## src/rtl/pta_pkg.sv

```systemverilog
package pta_pkg;
  localparam int PT_NUM   = 80;
  localparam int MC_NUM   = 16;
  localparam int WIN_LEN  = 20;
  localparam int WIN_STEP = 4;
  localparam int PT_MAX   = 16;
endpackage

```

## src/rtl/pta_cfg_store.sv

```systemverilog
module pta_cfg_store #(
  parameter int N_PT = 80,
  parameter int N_MC = 16,
  localparam int SEL_W = $clog2(N_MC)
) (
  input  logic                       clk_i,
  input  logic                       rst_ni,
  input  logic                       we_i,
  input  logic [SEL_W-1:0]           sel_i,
  input  logic                       mode_i,
  input  logic [N_PT-1:0]            mask_i,
  output logic [N_MC-1:0][N_PT-1:0]  mask_o,
  output logic [N_MC-1:0]            mode_o
);
  always_ff @(posedge clk_i or negedge rst_ni) begin
    if (!rst_ni) begin
      mask_o <= '0;
      mode_o <= '0;
    end else if (we_i) begin
      for (int k = 0; k < N_MC; k++) begin
        if (sel_i == SEL_W'(k)) begin
          mask_o[k] <= mask_i;
          mode_o[k] <= mode_i;
        end
      end
    end
  end
endmodule

```

## src/rtl/pta_window.sv

```systemverilog
module pta_window #(
  parameter int N_PT   = 80,
  parameter int WIN    = 20,
  parameter int BASE   = 0,
  parameter int MAX_PT = 16,
  localparam int CNT_W = $clog2(WIN + 1)
) (
  input  logic [N_PT-1:0] mask_i,
  input  logic            mode_i,
  input  logic [WIN-1:0]  pt_i,
  output logic [WIN-1:0]  hit_o,
  output logic            err_o
);
  localparam logic [N_PT-1:0] WMASK = N_PT'({WIN{1'b1}}) << BASE;

  function automatic logic [CNT_W-1:0] popc(input logic [WIN-1:0] v);
    logic [CNT_W-1:0] c;
    c = '0;
    for (int k = 0; k < WIN; k++) c = c + CNT_W'(v[k]);
    return c;
  endfunction

  logic [WIN-1:0] in_win;
  logic           out_bits;
  logic           too_many;

  assign in_win   = mask_i[BASE +: WIN];
  assign out_bits = |(mask_i & ~WMASK);
  assign too_many = popc(in_win) > CNT_W'(MAX_PT);

  // input mode takes no terms; any set bit is illegal
  assign hit_o = mode_i ? '0 : (in_win & pt_i);
  assign err_o = mode_i ? (|mask_i) : (out_bits | too_many);
endmodule

```

## src/rtl/pta_or_tree.sv

```systemverilog
module pta_or_tree #(
  parameter int W = 20,
  localparam int LV = (W > 1) ? $clog2(W) : 0,
  localparam int P  = 1 << LV
) (
  input  logic [W-1:0] in_i,
  output logic         out_o
);
  // heap layout: leaves at P-1 .. 2P-2, root at 0; every leaf is LV levels deep
  logic [2*P-2:0] node;

  for (genvar k = 0; k < P; k++) begin : g_leaf
    if (k < W) begin : g_used
      assign node[P-1+k] = in_i[k];
    end else begin : g_pad
      assign node[P-1+k] = 1'b0;
    end
  end

  for (genvar j = 0; j < P - 1; j++) begin : g_node
    assign node[j] = node[2*j+1] | node[2*j+2];
  end

  assign out_o = node[0];
endmodule

```

## src/rtl/pta_alloc.sv

```systemverilog
module pta_alloc
  import pta_pkg::*;
#(
  parameter int N_PT   = PT_NUM,
  parameter int N_MC   = MC_NUM,
  parameter int WIN    = WIN_LEN,
  parameter int STEP   = WIN_STEP,
  parameter int MAX_PT = PT_MAX,
  localparam int SEL_W = $clog2(N_MC)
) (
  input  logic              clk_i,
  input  logic              rst_ni,
  input  logic              cfg_we_i,
  input  logic [SEL_W-1:0]  cfg_sel_i,
  input  logic              cfg_mode_i,
  input  logic [N_PT-1:0]   cfg_mask_i,
  input  logic [N_PT-1:0]   pterm_i,
  output logic [N_MC-1:0]   sum_o,
  output logic [N_MC-1:0]   range_err_o
);
  logic [N_MC-1:0][N_PT-1:0] mask_q;
  logic [N_MC-1:0]           mode_q;

  pta_cfg_store #(.N_PT(N_PT), .N_MC(N_MC)) i_cfg (
    .clk_i  (clk_i),
    .rst_ni (rst_ni),
    .we_i   (cfg_we_i),
    .sel_i  (cfg_sel_i),
    .mode_i (cfg_mode_i),
    .mask_i (cfg_mask_i),
    .mask_o (mask_q),
    .mode_o (mode_q)
  );

  for (genvar g = 0; g < N_MC; g++) begin : g_mc
    localparam int BASE = g * STEP;
    logic [WIN-1:0] hit;

    pta_window #(.N_PT(N_PT), .WIN(WIN), .BASE(BASE), .MAX_PT(MAX_PT)) i_win (
      .mask_i (mask_q[g]),
      .mode_i (mode_q[g]),
      .pt_i   (pterm_i[BASE +: WIN]),
      .hit_o  (hit),
      .err_o  (range_err_o[g])
    );

    pta_or_tree #(.W(WIN)) i_or (
      .in_i  (hit),
      .out_o (sum_o[g])
    );
  end
endmodule

```

## config.mk

```make
export PLATFORM = sky130hd
export DESIGN_NAME = pta_alloc
export DESIGN_NICKNAME = d
export VERILOG_FILES = /design/src/rtl/pta_pkg.sv /design/src/rtl/pta_cfg_store.sv /design/src/rtl/pta_window.sv /design/src/rtl/pta_or_tree.sv /design/src/rtl/pta_alloc.sv
export SDC_FILE = /design/constraint.sdc
export NUM_CORES = 2
export LEC_CHECK = 0
export BUFFER_PORTS_ARGS = -buffer_cell sky130_fd_sc_hd__buf_4
export CAP_MARGIN = 10
export CORE_MARGIN = 2
export CORE_UTILIZATION = 45
export CTS_BUF_LIST = sky130_fd_sc_hd__clkbuf_8
export DETAILED_ROUTE_END_ITERATION = 12
export GPL_TIMING_DRIVEN = 0
export PLACE_DENSITY = 0.6
export SYNTH_ARGS = -nofsm -noshare
export SYNTH_HDL_FRONTEND = slang
export SYNTH_SLANG_ARGS = --single-unit
```

## constraint.sdc

```tcl
create_clock -name clk_i -period 12.1 [get_ports clk_i]
set_clock_uncertainty 0.2 [all_clocks]
set_input_delay 0 -clock clk_i [delete_from_list [all_inputs] [get_ports clk_i]]
set_output_delay 0 -clock clk_i [all_outputs]
set_load 0.02 [all_outputs]
```

Word level (Yosys, flattened, before mapping)
Cells that the tools add are included.
W data, S select, Z words.

word-level totals
  register bits = 1296
  latch bits = 0
  bits in writable memories = 0
  ROM bits = 0
  bits of input ports = 168
  output and inout port bits = 32
  logic and storage cells = 784
  memories = 0

cells by class
  add/sub/neg operators = 304
  multiply operators = 0
  divide/modulo/power cells = 0
  order comparisons = 16
  equality and inequality tests = 15
  shift-type cells = 0
  muxes and demuxes = 32
  bitwise logic cells = 336
  reductions and logical operators = 49

operators by type and width
  operator              number
  $add A5 B1 Y5         288
  $reduce_or A80 Y1     16
  $reduce_or A60 Y1     16
  $and A20 B20 Y20      16
  $mux W20              16
  $or A1 B1 Y1          320
  $gt A5 B5 Y1 const B  16
  $add A1 B1 Y2         16
  $eq A4 B4 Y1 const B  8
  $reduce_and A2 Y1     16
  $eq A4 B3 Y1 const B  4
  $mux W1               16
  $eq A4 B2 Y1 const B  2
  $eq A4 B1 Y1 const B  1
  $logic_not A4 Y1      1

Depth between registers and ports, before layout
  depth after elaboration = 22
  gate-level depth with buffers = 17
  depth with buffers taken out = 16

Modules after synthesis
From an unflattened synthesis, not the netlist that was laid out.

second synthesis, totals
  cells, all modules = 5123
  area total of the unflattened synthesis = 63616.0 um^2

modules (own cells, without submodules)
  module                            instances  cells each  area each (um^2)  seq. area each (um^2)
  pta_cfg_store                     1          2833        48129.9           32431.1
  pta_window at g_mc[10].i_win ...  6          135         924.6             0.0
  pta_window at g_mc[4].i_win ...   6          137         924.6             0.0
  pta_window at g_mc[1].i_win ...   3          137         927.1             0.0
  pta_window at g_mc[0].i_win       1          135         928.4             0.0
  pta_or_tree                       16         7           42.5              0.0

Least setup slack after synthesis
OpenSTA, ideal clock, no wires.

  kind = register to output
  start = register i_cfg.mask_o[756] (netlist bit)
  end = output range_err_o[9]
  arrival = 4.690 ns
  required time = 11.900 ns
  slack = 7.210 ns
  stages on the path, launching flop included = 17
  path buffers = 1
  cells stage by stage = dfrtp_1 > inv_1 > ha_1 > inv_1 > fa_1 > fa_1 > fa_1 > fa_1 > fa_1 > inv_1 > fa_1 > inv_1 > fa_1 > nand3b_1 > nor3_1 > o311ai_0 > buf_4

on the way
  longest elaborated chain between the ends = 22
  elaborated cells between the ends (all ways) = 23
  those cells by class = add/sub: 19; order compare: 1; mux: 1; bitwise: 1; reduce/logical: 1

RTL lines
  element                           line                 text
  start: declaration                pta_cfg_store.sv:12  output logic [N_MC-1:0][N_PT-1:0] mask_o,
  start signal: indexed assignment  pta_cfg_store.sv:22  mask_o[k] <= mask_i;
  $add A1 B1 Y2                     pta_window.sv:19     for (int k = 0; k < WIN; k++) c = c + CNT_W'(v[k]);
  $add A5 B1 Y5 (18 in series)      pta_window.sv:19
  $gt A5 B5 Y1                      pta_window.sv:29     assign too_many = popc(in_win) > CNT_W'(MAX_PT);
  $or A1 B1 Y1                      pta_window.sv:33     assign err_o = mode_i ? (|mask_i) : (out_bits | too_many);
  $mux W1 *                         pta_window.sv:33
  end: declaration                  pta_alloc.sv:19      output logic [N_MC-1:0] range_err_o

Every way passes the cells marked *; elsewhere a longest branch is shown, timed or not.

Final worst setup path
  start = register i_cfg.mask_o[841] (netlist bit)
  end = output range_err_o[10]

Same word-level chain as after synthesis.

==> flow_summary.yaml <==
logic_synthesis:
  synth_seq_cells: 1296
  synth_cell_types: 37
  synth_area_leader_cell: "dfrtp_1"
  syn_area_sq_um: 61350
  synth-simple-area-share_pct: 5.906
  syn-instance-count: 4553
  synth.avg_cell_area_sq_um: 13.48
  synth_compound_area_share_pct: 4.348
  yosys-top-cells-area: "dfrtp_1 53%, mux2_2 22%, fa_1 6.8%, nor4_1 3.1%, ha_1 2.9%"
  yosysWarningCount: 0
  synth_seq_area_share_pct: 52.86
  synth_xor_area_share_pct: 0.2284
  syn_nets: 5073
  synth_top_area_share_pct: 52.86
  synth_top_family_by_area: "multiplexers"
  muxShareOfSynthArea_pct: 21.86
  synth_fa_ha_area_share_pct: 9.724
placed_design:
  place_ws_ns: 6.394
  portBuffers: 196
  dp.final_hpwl_um: 131100
  dp.cells: 6544
  routabilityCongestion: 0.9279
min_path:
  hold_class: "primary input to asynchronous set/reset pin"
global_route:
  first_global_vias: 42380
  grt_max_degree: 182
  grt_util_all_layers_pct: 27.72
  grt_overflow_total: 0
  grt_pass1_wl_um: 283900
  antenna_found_initial: 35
worst_setup_path:
  cp.arrival_ns: 6.52
  cp-startpoint: "i_cfg.mask_o[841]$_DFFE_PN0P_"
  r2r_end: "i_cfg.mask_o[1032]$_DFFE_PN0P_"
  worstReg2RegStart: "i_cfg.mask_o[1032]$_DFFE_PN0P_"
  r2r_slack_ns: 10.55
  crit_required_ns: 11.90
  crit_path_end_kind: "output pin"
  critPathCapture: "range_err_o[10]"
  cp_max_fo: 3
  path_class: "register to output pin"
  r2r_cells: 2
  start_kind: "register"
clock_tree:
  cts_root_buf: "clkbuf_8"
  clockBufferDepth: 3
  clk_pin_slew_ns: 0.07
  numCtsBuffers: 211
  htree_levels: 4
  cts_hold_buf: 177
  cts_resized: 0
  clock-sinks: 1296
  cts_tree: "done"
  clk-insertion-delay-late_ns: 0.93
  cts_setup_buffers: 0
sta:
  rsz0062_at_grt: "false"
  final.setup.tns_ns: 0
  fin_ws_ns: 5.384
  setup_violations: 0
  relSlewSlack_pct: 12.42
  min_period_over_period_pct: 55.51
  hold_viol: 0
  fin_crit_ns: 6.716
  worstMarginPinSlew_ns: 1.314
  timing.final.max_slew_violations: 0
  fmax_ghz: 0.1489
  hold-worst-slack_ns: 0.08230
die:
  chipWidth_um: 373.2
  die_h_um: 373.2
  io_pins: 200
  start_util_pct: 45.29
  core_sq_um: 135500
  dieArea_sq_um: 139300
  std_cell_rows: 135
detailed_routing:
  firstDrtPassIters: 6
  drc: 0
  vias_per_cell: 5.749
  drt_iter0_drc: 3459
  drt-total-wl_um: 192400
  ant_nets: 0
  num_vias: 40920
  route.detailed.wl_per_inst_um: 27.03
power:
  ir_worst_vdd_uv: 195.0
  p_leak_uw: 0.03274
  total_power_uw: 19070
  power_density_nw_per_um2: 266.4
layout:
  syn2layout_area_growth_pct: 16.71
  fill_cells: 11640
  multi_input_area_sq_um: 25830
  nNetsFinal: 5674
  final-instance-count-excl-fill: 7118
  drive_gt1_share_pct: 35.52
  final-seq-area_sq_um: 32430
run:
  drv_cap: 0
run_status:
  status: "finished, final reports clean"
-- worst min path at each step --
| stage | endpoint | cells after the start |
|---|---|---|
| 3_5_place_dp | i_cfg.mask_o[865]$_DFFE_PN0P_ | 1 |
| 6_report | i_cfg.mask_o[623]$_DFFE_PN0P_ | 4 |
| 3_3_place_gp | i_cfg.mask_o[1032]$_DFFE_PN0P_ | 2 |
| 5_1_grt | i_cfg.mask_o[620]$_DFFE_PN0P_ | 4 |
| 2_1_floorplan | i_cfg.mask_o[0]$_DFFE_PN0P_ | 0 |
| 4_1_cts | i_cfg.mode_o[12]$_DFFE_PN0P_ | 4 |
-- per-stage QoR --
stage / utilization (%) / cell area (sq um)
2_1_floorplan: - / 61350
3_3_place_gp: 48.02 / 65050
3_5_place_dp: 48.24 / 65350
4_1_cts: 52.82 / 71560
5_1_grt: 52.84 / 71580
6_report: 52.86 / 71610
-- synthesized netlist by cell type, drive strengths merged --
master and instances:
ha 144, xor2 16, nor4 304, fa 208, nor2b 1, nor3 20, a21oi 48, clkbuf 87
inv 448, o41ai 16, nand3b 16, nand3 34, buf 173, a221oi 80, nor3b 1, o311ai 16
nand4 64, mux2 1191, and3 33, a22o 80, o21ai 105, nand2b 3, nor4b 16, dfrtp 1296
nand2 112, a31oi 16, nor2 9, a21o 16
-- critical path, cell delays in order, from the launching register on --
cell and delay, ns:
dfrtp_1 0.41, inv_1 0.08, ha_1 0.27, inv_1 0.04, fa_1 0.48, fa_1 0.46
fa_1 0.52, fa_1 0.43, fa_1 0.50, inv_1 0.05, fa_1 0.37, inv_1 0.09
fa_1 0.39, nand3b_1 0.10, nor3_1 0.05, o311ai_0 0.93, buf_4 0.25, buf_4 0.14
-- area by class of cell --
type,count,area share (%)
Sequential cell,1296,45.29
Tap cell,1781,3.112
Timing Repair Buffer,388,4.959
Buffer,260,2.001
Clock inverter,107,0.8614
Multi-Input combinational cell,2549,36.08
Inverter,448,2.348
Antenna cell,13,0.04543
Clock buffer,276,5.305
-- registers in the layout, summed over array words and instances, names as in the netlist --
signal        cells
i_cfg.mask_o   1280
i_cfg.mode_o     16
-- cells in the final DEF, fill, tap and decap left out, types with 5 or more instances in the layout --
| master | synthesis | routed |
|---|---|---|
| a21o_1 | 16 | 16 |
| a21oi_1 | 48 | 48 |
| a221oi_1 | 80 | 80 |
| a22o_1 | 80 | 80 |
| a31oi_1 | 16 | 16 |
| and3_1 | 33 | 33 |
| buf_16 | 0 | 10 |
| buf_2 | 103 | 107 |
| buf_4 | 53 | 250 |
| buf_6 | 17 | 17 |
| clkbuf_1 | 87 | 86 |
| clkbuf_8 | 0 | 276 |
| clkinv_2 | 0 | 17 |
| clkinvlp_4 | 0 | 5 |
| dfrtp_1 | 1296 | 1296 |
| diode_2 | 0 | 13 |
| dlygate4sd3_1 | 0 | 176 |
| fa_1 | 208 | 208 |
| ha_1 | 144 | 144 |
| inv_1 | 448 | 520 |
| mux2_1 | 16 | 16 |
| mux2_2 | 1175 | 1175 |
| nand2_1 | 111 | 111 |
| nand3_1 | 33 | 33 |
| nand3b_1 | 16 | 16 |
| nand4_1 | 64 | 64 |
| nor3_1 | 16 | 16 |
| nor4_1 | 304 | 300 |
| nor4b_1 | 16 | 16 |
| o21ai_0 | 105 | 105 |
| o311ai_0 | 16 | 16 |
| o41ai_1 | 16 | 16 |
| xor2_1 | 16 | 16 |
-- power by group --
| group | switching [uW] | internal, uW | total, uW |
|---|---|---|---|
| Sequential | 757 | 5350 | 6110 |
| Combinational | 4650 | 4360 | 9000 |
| Clock | 1840 | 2120 | 3970 |
| Total | 7240 | 11800 | 19100 |
-- cells by family after synthesis --
| kind of cell | count (synthesis) |
|---|---|
| AOI/OAI and AO/OA | 377 |
| xor gates and xnor gates | 16 |
| adders and majority gates | 352 |
| buffers and inverters | 708 |
| DFF | 1296 |
| muxes | 1191 |
| and+or+nand+nor | 613 |
-- layer usage --
| layer | vias to the layer above | GRT usage, % | part of all wire [%] |
|---|---|---|---|
| li1 | 17520 | - | - |
| met1 | 21590 | 38.56 | 44 |
| met2 | 1457 | 43.81 | 46 |
| met3 | 351 | 5.031 | 6.8 |
| met4 | 2 | 9.678 | 3.5 |
| met5 | - | 0 | 0.0042 |
Power figures use the tool's default switching activity.
